==> src/rtl/irw_pkg.sv <==
package irw_pkg;

    // bus offsets
    localparam logic [7:0] OFF_SEL = 8'h00;
    localparam logic [7:0] OFF_WIN = 8'h10;

    // indirect indices
    localparam logic [31:0] IDX_VER  = 32'h0000_0000;
    localparam logic [31:0] IDX_ID   = 32'h0000_0001;
    localparam logic [31:0] IDX_ARB  = 32'h0000_0002;
    localparam logic [31:0] IDX_TBL0 = 32'h0000_0010;

    // entry field positions
    localparam int BIT_DSTAT = 12;
    localparam int BIT_RIRR  = 14;
    localparam int BIT_MASK  = 16;
    localparam int ID_LSB    = 24;

    localparam logic [63:0] ENTRY_RST = 64'h1 << BIT_MASK;

    typedef enum logic [0:0] {
        S_IDLE   = 1'b0,
        S_RDRESP = 1'b1
    } rd_state_e;

    // merge bus data into a low word: status bits are not writable
    function automatic logic [31:0] lo_merge(input logic [31:0] w, input logic rirr);
        logic [31:0] r;
        r = w;
        r[BIT_DSTAT] = 1'b0;
        r[BIT_RIRR]  = rirr;
        return r;
    endfunction

endpackage

==> src/rtl/irw_sel_decode.sv <==
module irw_sel_decode #(
    parameter int NPINS = 24,
    localparam int IW   = (NPINS > 1) ? $clog2(NPINS) : 1
) (
    input  logic [31:0]   sel_i,
    output logic          is_ver_o,
    output logic          is_idr_o,
    output logic          is_ent_o,
    output logic          idr_wr_ok_o,
    output logic [IW-1:0] ent_idx_o,
    output logic          ent_hi_o
);
    import irw_pkg::*;

    logic [31:0] rel;
    logic [30:0] idx_full;

    always_comb begin
        rel         = sel_i - IDX_TBL0;
        idx_full    = rel[31:1];
        is_ver_o    = (sel_i == IDX_VER);
        idr_wr_ok_o = (sel_i == IDX_ID);
        is_idr_o    = (sel_i == IDX_ID) || (sel_i == IDX_ARB);
        is_ent_o    = (sel_i >= IDX_TBL0) && (idx_full < 31'(NPINS));
        ent_idx_o   = idx_full[IW-1:0];
        ent_hi_o    = rel[0];
    end

endmodule

==> src/rtl/irw_entry_table.sv <==
module irw_entry_table #(
    parameter int NPINS = 24,
    localparam int IW   = (NPINS > 1) ? $clog2(NPINS) : 1
) (
    input  logic                clk,
    input  logic                rst_n,
    input  logic                wr_lo_i,
    input  logic                wr_hi_i,
    input  logic [IW-1:0]       idx_i,
    input  logic [31:0]         wdata_i,
    input  logic [NPINS-1:0]    rirr_set_i,
    output logic [64*NPINS-1:0] entries_o,
    output logic [NPINS-1:0]    lo_wr_pulse_o
);
    import irw_pkg::*;

    for (genvar g = 0; g < NPINS; g++) begin : g_ent
        logic [63:0] ent_q;
        logic        pulse_q;
        logic        hit_lo;
        logic        hit_hi;

        assign hit_lo = wr_lo_i && (idx_i == IW'(g));
        assign hit_hi = wr_hi_i && (idx_i == IW'(g));

        always_ff @(posedge clk) begin
            if (!rst_n) begin
                ent_q   <= ENTRY_RST;
                pulse_q <= 1'b0;
            end else begin
                pulse_q <= hit_lo;
                if (hit_lo) begin
                    ent_q[31:0] <= lo_merge(wdata_i, rirr_set_i[g]);
                end else if (rirr_set_i[g]) begin
                    ent_q[BIT_RIRR] <= 1'b1;
                end
                if (hit_hi) begin
                    ent_q[63:32] <= wdata_i;
                end
            end
        end

        assign entries_o[64*g +: 64] = ent_q;
        assign lo_wr_pulse_o[g]      = pulse_q;

        AST_RIRR_CLEARED: assert property (@(posedge clk) disable iff (!rst_n)
            (hit_lo && !rirr_set_i[g]) |=> !ent_q[BIT_RIRR]);
        AST_HI_KEEPS_LO: assert property (@(posedge clk) disable iff (!rst_n)
            (hit_hi && !hit_lo) |=> ($stable(ent_q[13:0]) && $stable(ent_q[31:15])));
        AST_RIRR_SET_WINS: assert property (@(posedge clk) disable iff (!rst_n)
            rirr_set_i[g] |=> ent_q[BIT_RIRR]);
        AST_DSTAT_LOW: assert property (@(posedge clk) disable iff (!rst_n)
            !ent_q[BIT_DSTAT]);
        AST_PULSE_SINGLE: assert property (@(posedge clk) disable iff (!rst_n)
            (pulse_q && !hit_lo) |=> !pulse_q);
    end

    AST_PULSE_ONEHOT: assert property (@(posedge clk) disable iff (!rst_n)
        $onehot0(lo_wr_pulse_o));

endmodule

==> src/rtl/irw_window.sv <==
module irw_window #(
    parameter int          NPINS    = 24,
    parameter logic [7:0]  VER_CODE = 8'h11,
    localparam int         IW       = (NPINS > 1) ? $clog2(NPINS) : 1
) (
    input  logic                clk,
    input  logic                rst_n,
    input  logic                acc_i,
    input  logic                wr_i,
    input  logic [7:0]          off_i,
    input  logic [31:0]         wdata_i,
    output logic [31:0]         rd_data_o,
    output logic                rd_valid_o,
    input  logic [NPINS-1:0]    rirr_set_i,
    output logic [64*NPINS-1:0] entries_o,
    output logic [NPINS-1:0]    lo_wr_pulse_o
);
    import irw_pkg::*;

    localparam logic [7:0]  NPM1     = 8'(NPINS - 1);
    localparam logic [31:0] VER_WORD = {8'h00, NPM1, 8'h00, VER_CODE};

    rd_state_e   state_q, state_d;
    logic [31:0] sel_q;
    logic [3:0]  id_q;
    logic [31:0] rdata_q;

    logic          is_ver, is_idr, is_ent, idr_wr_ok, ent_hi;
    logic [IW-1:0] ent_idx;
    logic          bus_wr, bus_rd, win_wr;
    logic [31:0]   win_rd, rd_mux;
    logic [63:0]   ent_arr [NPINS];

    assign bus_wr = acc_i && wr_i;
    assign bus_rd = acc_i && !wr_i;
    assign win_wr = bus_wr && (off_i == OFF_WIN);

    irw_sel_decode #(.NPINS(NPINS)) u_dec (
        .sel_i       (sel_q),
        .is_ver_o    (is_ver),
        .is_idr_o    (is_idr),
        .is_ent_o    (is_ent),
        .idr_wr_ok_o (idr_wr_ok),
        .ent_idx_o   (ent_idx),
        .ent_hi_o    (ent_hi)
    );

    irw_entry_table #(.NPINS(NPINS)) u_tbl (
        .clk           (clk),
        .rst_n         (rst_n),
        .wr_lo_i       (win_wr && is_ent && !ent_hi),
        .wr_hi_i       (win_wr && is_ent && ent_hi),
        .idx_i         (ent_idx),
        .wdata_i       (wdata_i),
        .rirr_set_i    (rirr_set_i),
        .entries_o     (entries_o),
        .lo_wr_pulse_o (lo_wr_pulse_o)
    );

    for (genvar g = 0; g < NPINS; g++) begin : g_arr
        assign ent_arr[g] = entries_o[64*g +: 64];
    end

    // window read multiplexer
    always_comb begin
        if (is_ver) begin
            win_rd = VER_WORD;
        end else if (is_idr) begin
            win_rd = {4'h0, id_q, 24'h0};
        end else if (is_ent) begin
            win_rd = ent_hi ? ent_arr[ent_idx][63:32] : ent_arr[ent_idx][31:0];
        end else begin
            win_rd = 32'h0;
        end
        unique case (off_i)
            OFF_SEL: rd_mux = sel_q;
            OFF_WIN: rd_mux = win_rd;
            default: rd_mux = 32'h0;
        endcase
    end

    // select and identifier registers
    always_ff @(posedge clk) begin
        if (!rst_n) begin
            sel_q <= 32'h0;
            id_q  <= 4'h0;
        end else begin
            if (bus_wr && (off_i == OFF_SEL)) begin
                sel_q <= wdata_i;
            end
            if (win_wr && idr_wr_ok) begin
                id_q <= wdata_i[ID_LSB +: 4];
            end
        end
    end

    // state register
    always_ff @(posedge clk) begin
        if (!rst_n) begin
            state_q <= S_IDLE;
            rdata_q <= 32'h0;
        end else begin
            state_q <= state_d;
            if (bus_rd) begin
                rdata_q <= rd_mux;
            end
        end
    end

    // next state
    always_comb begin
        state_d = state_q;
        unique case (state_q)
            S_IDLE:   state_d = bus_rd ? S_RDRESP : S_IDLE;
            S_RDRESP: state_d = bus_rd ? S_RDRESP : S_IDLE;
            default:  state_d = S_IDLE;
        endcase
    end

    // outputs
    always_comb begin
        rd_valid_o = (state_q == S_RDRESP);
        rd_data_o  = rd_valid_o ? rdata_q : 32'h0;
    end

    AST_VALID_AFTER_READ: assert property (@(posedge clk) disable iff (!rst_n)
        bus_rd |=> rd_valid_o);
    AST_NO_SPURIOUS_VALID: assert property (@(posedge clk) disable iff (!rst_n)
        !bus_rd |=> !rd_valid_o);
    AST_SEL_READBACK: assert property (@(posedge clk) disable iff (!rst_n)
        (bus_rd && off_i == OFF_SEL && !(bus_wr)) |=> (rd_data_o == $past(sel_q)));
    AST_ID_ONLY_BY_WRITE: assert property (@(posedge clk) disable iff (!rst_n)
        !(win_wr && idr_wr_ok) |=> $stable(id_q));

endmodule

==> config.mk <==
export PLATFORM = sky130hd
export DESIGN_NAME = irw_window
export DESIGN_NICKNAME = d
export VERILOG_FILES = /design/src/rtl/irw_pkg.sv /design/src/rtl/irw_sel_decode.sv /design/src/rtl/irw_entry_table.sv /design/src/rtl/irw_window.sv
export SDC_FILE = /design/constraint.sdc
export NUM_CORES = 2
export LEC_CHECK = 0
export BUFFER_PORTS_ARGS = -buffer_cell sky130_fd_sc_hd__buf_4
export CORE_AREA = 2 2 638 640
export DETAILED_ROUTE_END_ITERATION = 10
export DIE_AREA = 0 0 640 642
export PLACE_DENSITY = 0.45
export SYNTH_ARGS = -nofsm -noshare
export SYNTH_HDL_FRONTEND = slang
export SYNTH_HIERARCHICAL = 1
export SYNTH_SLANG_ARGS = --single-unit
==> constraint.sdc <==
create_clock -name clk -period 4 [get_ports clk]
set_input_delay 0.2 -clock clk [delete_from_list [all_inputs] [get_ports clk]]
set_output_delay 0.2 -clock clk [all_outputs]
set_load 0.02 [all_outputs]
==> impl_results.md <==
* Cells after Synth at between 6000 and 7000
* Post-synth ARST share at 0
* Critical path class: reg -> reg
* FF-to-FF End: rdata_q[31]
* Global route total overflow at 0
* Layout cells sized above 1 at 0.355
* Routability cong. at approximately 0.90
* Residual DRC count at 0
* Status: completed
* Max clock buf depth at 4
* CP startpoint kind: register
* Top delay family on crit path: simple AND/OR/NAND/NOR gates
* Share of power burned in registers at 0.439
* First-pass GRT wire length at approximately 640000 µm
* Synth top area share at 0.455
* RSZ-0062 raised after global routing: false
* Register area at around 0.032 mm²
* Initial antenna violation count at 84
* Largest net degree at the start of global routing at around 180
* Req. time, crit path at between 4 and 5 ns
* Worst Hold Class: in -> reg
* Sw Ratio at 0.253
* Arrival @ worst endpoint at approximately 4.7 ns
* Final Critical Period at 3.82 ns
* FF+latch count, synth at approximately 1600
* Post-synth EDFFs at 0
* Core ar. at between 0.4 and 0.5 mm²
* GRT Util Overall at 0.232
* Max VDD drop at a little over 0.3 mV
* CP max FO at 18
* Later-pin clock latency in the skew report at roughly 0.96 ns
* Std-Cell Rows at between 200 and 250
* Htree depth at 4
* Die ar. at between 0.4 and 0.5 mm²
* Setup slack after layout at approximately 0.18 ns
* Hold Crit Depth at 3
* P_int at 27.4 mW
* Final Slew Violations at 0
* Pre-Repair DR Iteration Count at 5
* Vert. Die Dim at about 640 µm
* Final hold slack at 0.128 ns
* Achievable Freq at 262 MHz
* Detailed-route via count at 61024
* Setup-failing EPs final at 0
* Reg2reg setup slack at ~0.18 ns
* Synth area leader: dfxtp_1
* Slowest CP cell: or4_4
* Detail Route Antenna Nets at 0
* Reg clk slew, reported paths at 0.06 ns
* Leakage at around 44 nW
* Via-to-Cell Ratio at about 4.4
* Top-Level Pins at 1661
* Initial core utilization at 0.175
* Clock root buffer: clkbuf_16
* Post-synth cell types at 69
* Top FF cell, synth: dfxtp_1
* Min-Delay Startpoint: rirr_set_i[11]
* Commonest non-fill, non-tap cell in the layout: buf_4
* Nets at between 8000 and 9000
* Reg2Reg Depth at 13
* Yosys warns at 6
* Buffers on Ports at around 1600
* CTS sink cnt at roughly 1600
* Total wire length at approximately 500000 µm
* DP Area at approximately 0.09 mm²
* Post-Syn Area at around 0.07 mm²
* Min-Delay Endpoint: u_tbl/g_ent[11].ent_q[14]
* NetSw at 9.30 mW
* Leading post-synthesis cells by cell area: dfxtp_1, mux2i_1, mux4_2
* Seq/Total Area, Yosys at 0.455
* Post-route clock period utilization at 0.955
* Hold Vio Cnt, Final at 0
* Crit-path max cell delay at approximately 0.53 ns
* Worst path cell trace: nor4_4 -> nand2_2 -> or4_4 -> xnor2_1 -> nor4_2 -> buf_4 -> nand3b_1 -> or4_4 -> nor3_4 -> buf_12 -> buf_12 -> o211ai_1 -> a21oi_1
* Chip Width at between 600 and 700 µm
* Post-layout instance area at 0.0988 mm²
* Avg Cell Area, Syn at ~11 µm²
* Slew headroom at 0.139
* Hpwl dp at about 400000 µm
* CP endpoint kind: register
* Comb pwr share at 0.039
* DRT iter0 DRCs at a little over 5000
* CTS Buf Count at 204
* RR Startpoint: sel_q[6]
* Placement Setup Slack at -0.203 ns
* Wire per inst at between 30 and 40 µm
* Max-Cap Viols at 0
* CTS tree: built
* Most frequent cells in the layout: buf_4, dfxtp_1, nand2_1, mux2i_1, mux4_2
* Multi-input gate area at 0.0357 mm²
* Final Skew at roughly 0.084 ns
* # fillers at between 40000 and 50000
* P per Cell Area at about 370 mW/mm²
* Slew @ Worst Pin at around 1.3 ns
* Clk pwr share at 0.522
* Area growth syn-to-layout at 39.8%
* CP Buf/Inv Count at 3
* Vias in the first global route at between 50000 and 60000
## stage by stage
step	power, mW	setup TNS, ns	std cells	utilization
floorplan	17.0	0	6560	-
global placement	17.8	-51.61	13297	0.225
detailed placement	17.8	-0.888	13297	0.225
CTS	37.1	0	13743	0.244
global route	37.7	0	13747	0.244
finish	36.7	0	13768	0.244
## power by group through the flow
| stage | combinational (mW) | sequential [mW] | clock [mW] |
|---|---|---|---|
| after floorplan | 0.602 | 16.4 | 0 |
| after global placement | 1.34 | 16.5 | 0 |
| after detailed placement | 1.35 | 16.5 | 0 |
| after CTS | 1.43 | 16.1 | 19.5 |
| after global routing | 1.47 | 16.1 | 20.1 |
| final | 1.43 | 16.1 | 19.2 |
## cell families (layout without fill, tap and decap cells)
family | after synthesis | in the layout | share of synthesized area
xor+xnor | 6 | 6 | 0.000744
fa+ha+maj | 1 | 1 | 0.000177
flops | 1605 | 1605 | 0.455
other cells | 1 | 49 | 0.0000531
mux | 1988 | 1988 | 0.351
simple gates | 1912 | 1912 | 0.111
compound gates | 310 | 310 | 0.0325
buf+inv | 714 | 2469 | 0.0498
## Yosys cell counts (all sizes together), types with 26 or more instances
library cell,number
a21boi,32
a21oi,32
a221o,26
a221oi,27
a22oi,28
and2,48
buf,330
clkbuf,375
dfxtp,1605
mux2,55
mux2i,1548
mux4,385
nand2,1623
nor2,125
o21ai,83
o22ai,31
## area by class of cell
class                   instances  share of cell area
inverters                       9            0.000405
diodes                         25            0.000633
repair buffers               2094               0.175
clock buffers                 293              0.0600
clock inverters                73             0.00872
multi-input cells            4241               0.361
well taps                    5428              0.0687
flip-flops and latches       1605               0.325
## worst register-to-register path: stages (launching register included)
cell      delay [ns]
dfxtp_1         0.33
nor4_4          0.39
nand2_2         0.10
or4_4           0.53
xnor2_1         0.16
nor4_2          0.24
buf_4           0.17
nand3b_1        0.11
or4_4           0.46
nor3_4          0.16
buf_12          0.15
buf_12          0.14
o211ai_1        0.49
a21oi_1         0.31
## timing repair
action,4_1_cts,5_1_grt
resized for setup,11,3
hold endpoints to repair,294,0
hold buffers,76,0
pin swaps,8,8
buffers inserted,4,1
endpoints found under the setup margin,56,118
## worst max path at each step
stage | from | end | slack, ns | depth (start not counted)
finish | sel_q[6] | rdata_q[31] | 0.18 | 13
global route | sel_q[6] | u_tbl/g_ent[21].ent_q[63] | 0.05 | 15
CTS | sel_q[4] | rdata_q[1] | 0.009 | 16
detailed placement | sel_q[5] | rdata_q[31] | -0.20 | 15
global placement | sel_q[17] | rdata_q[1] | -0.45 | 13
floorplan | sel_q[17] | u_tbl/g_ent[0].ent_q[31] | 0.41 | 11
## flip-flops by register name, indices dropped and copies added (netlist names)
name,count
rd_valid_o,1
sel_q,32
rdata_q,32
id_q,4
u_tbl/g_ent.pulse_q,24
u_tbl/g_ent.ent_q,1512
## routing by layer
| layer | up-vias | share of wire | global-route usage |
|---|---|---|---|
| li1 | 26061 | - | - |
| met1 | 31465 | 0.39 | 0.270 |
| met2 | 2866 | 0.49 | 0.400 |
| met3 | 618 | 0.079 | 0.0620 |
| met4 | 14 | 0.049 | 0.0963 |
| met5 | - | 0.00017 | 0 |
(Power assumes the default switching activity.)
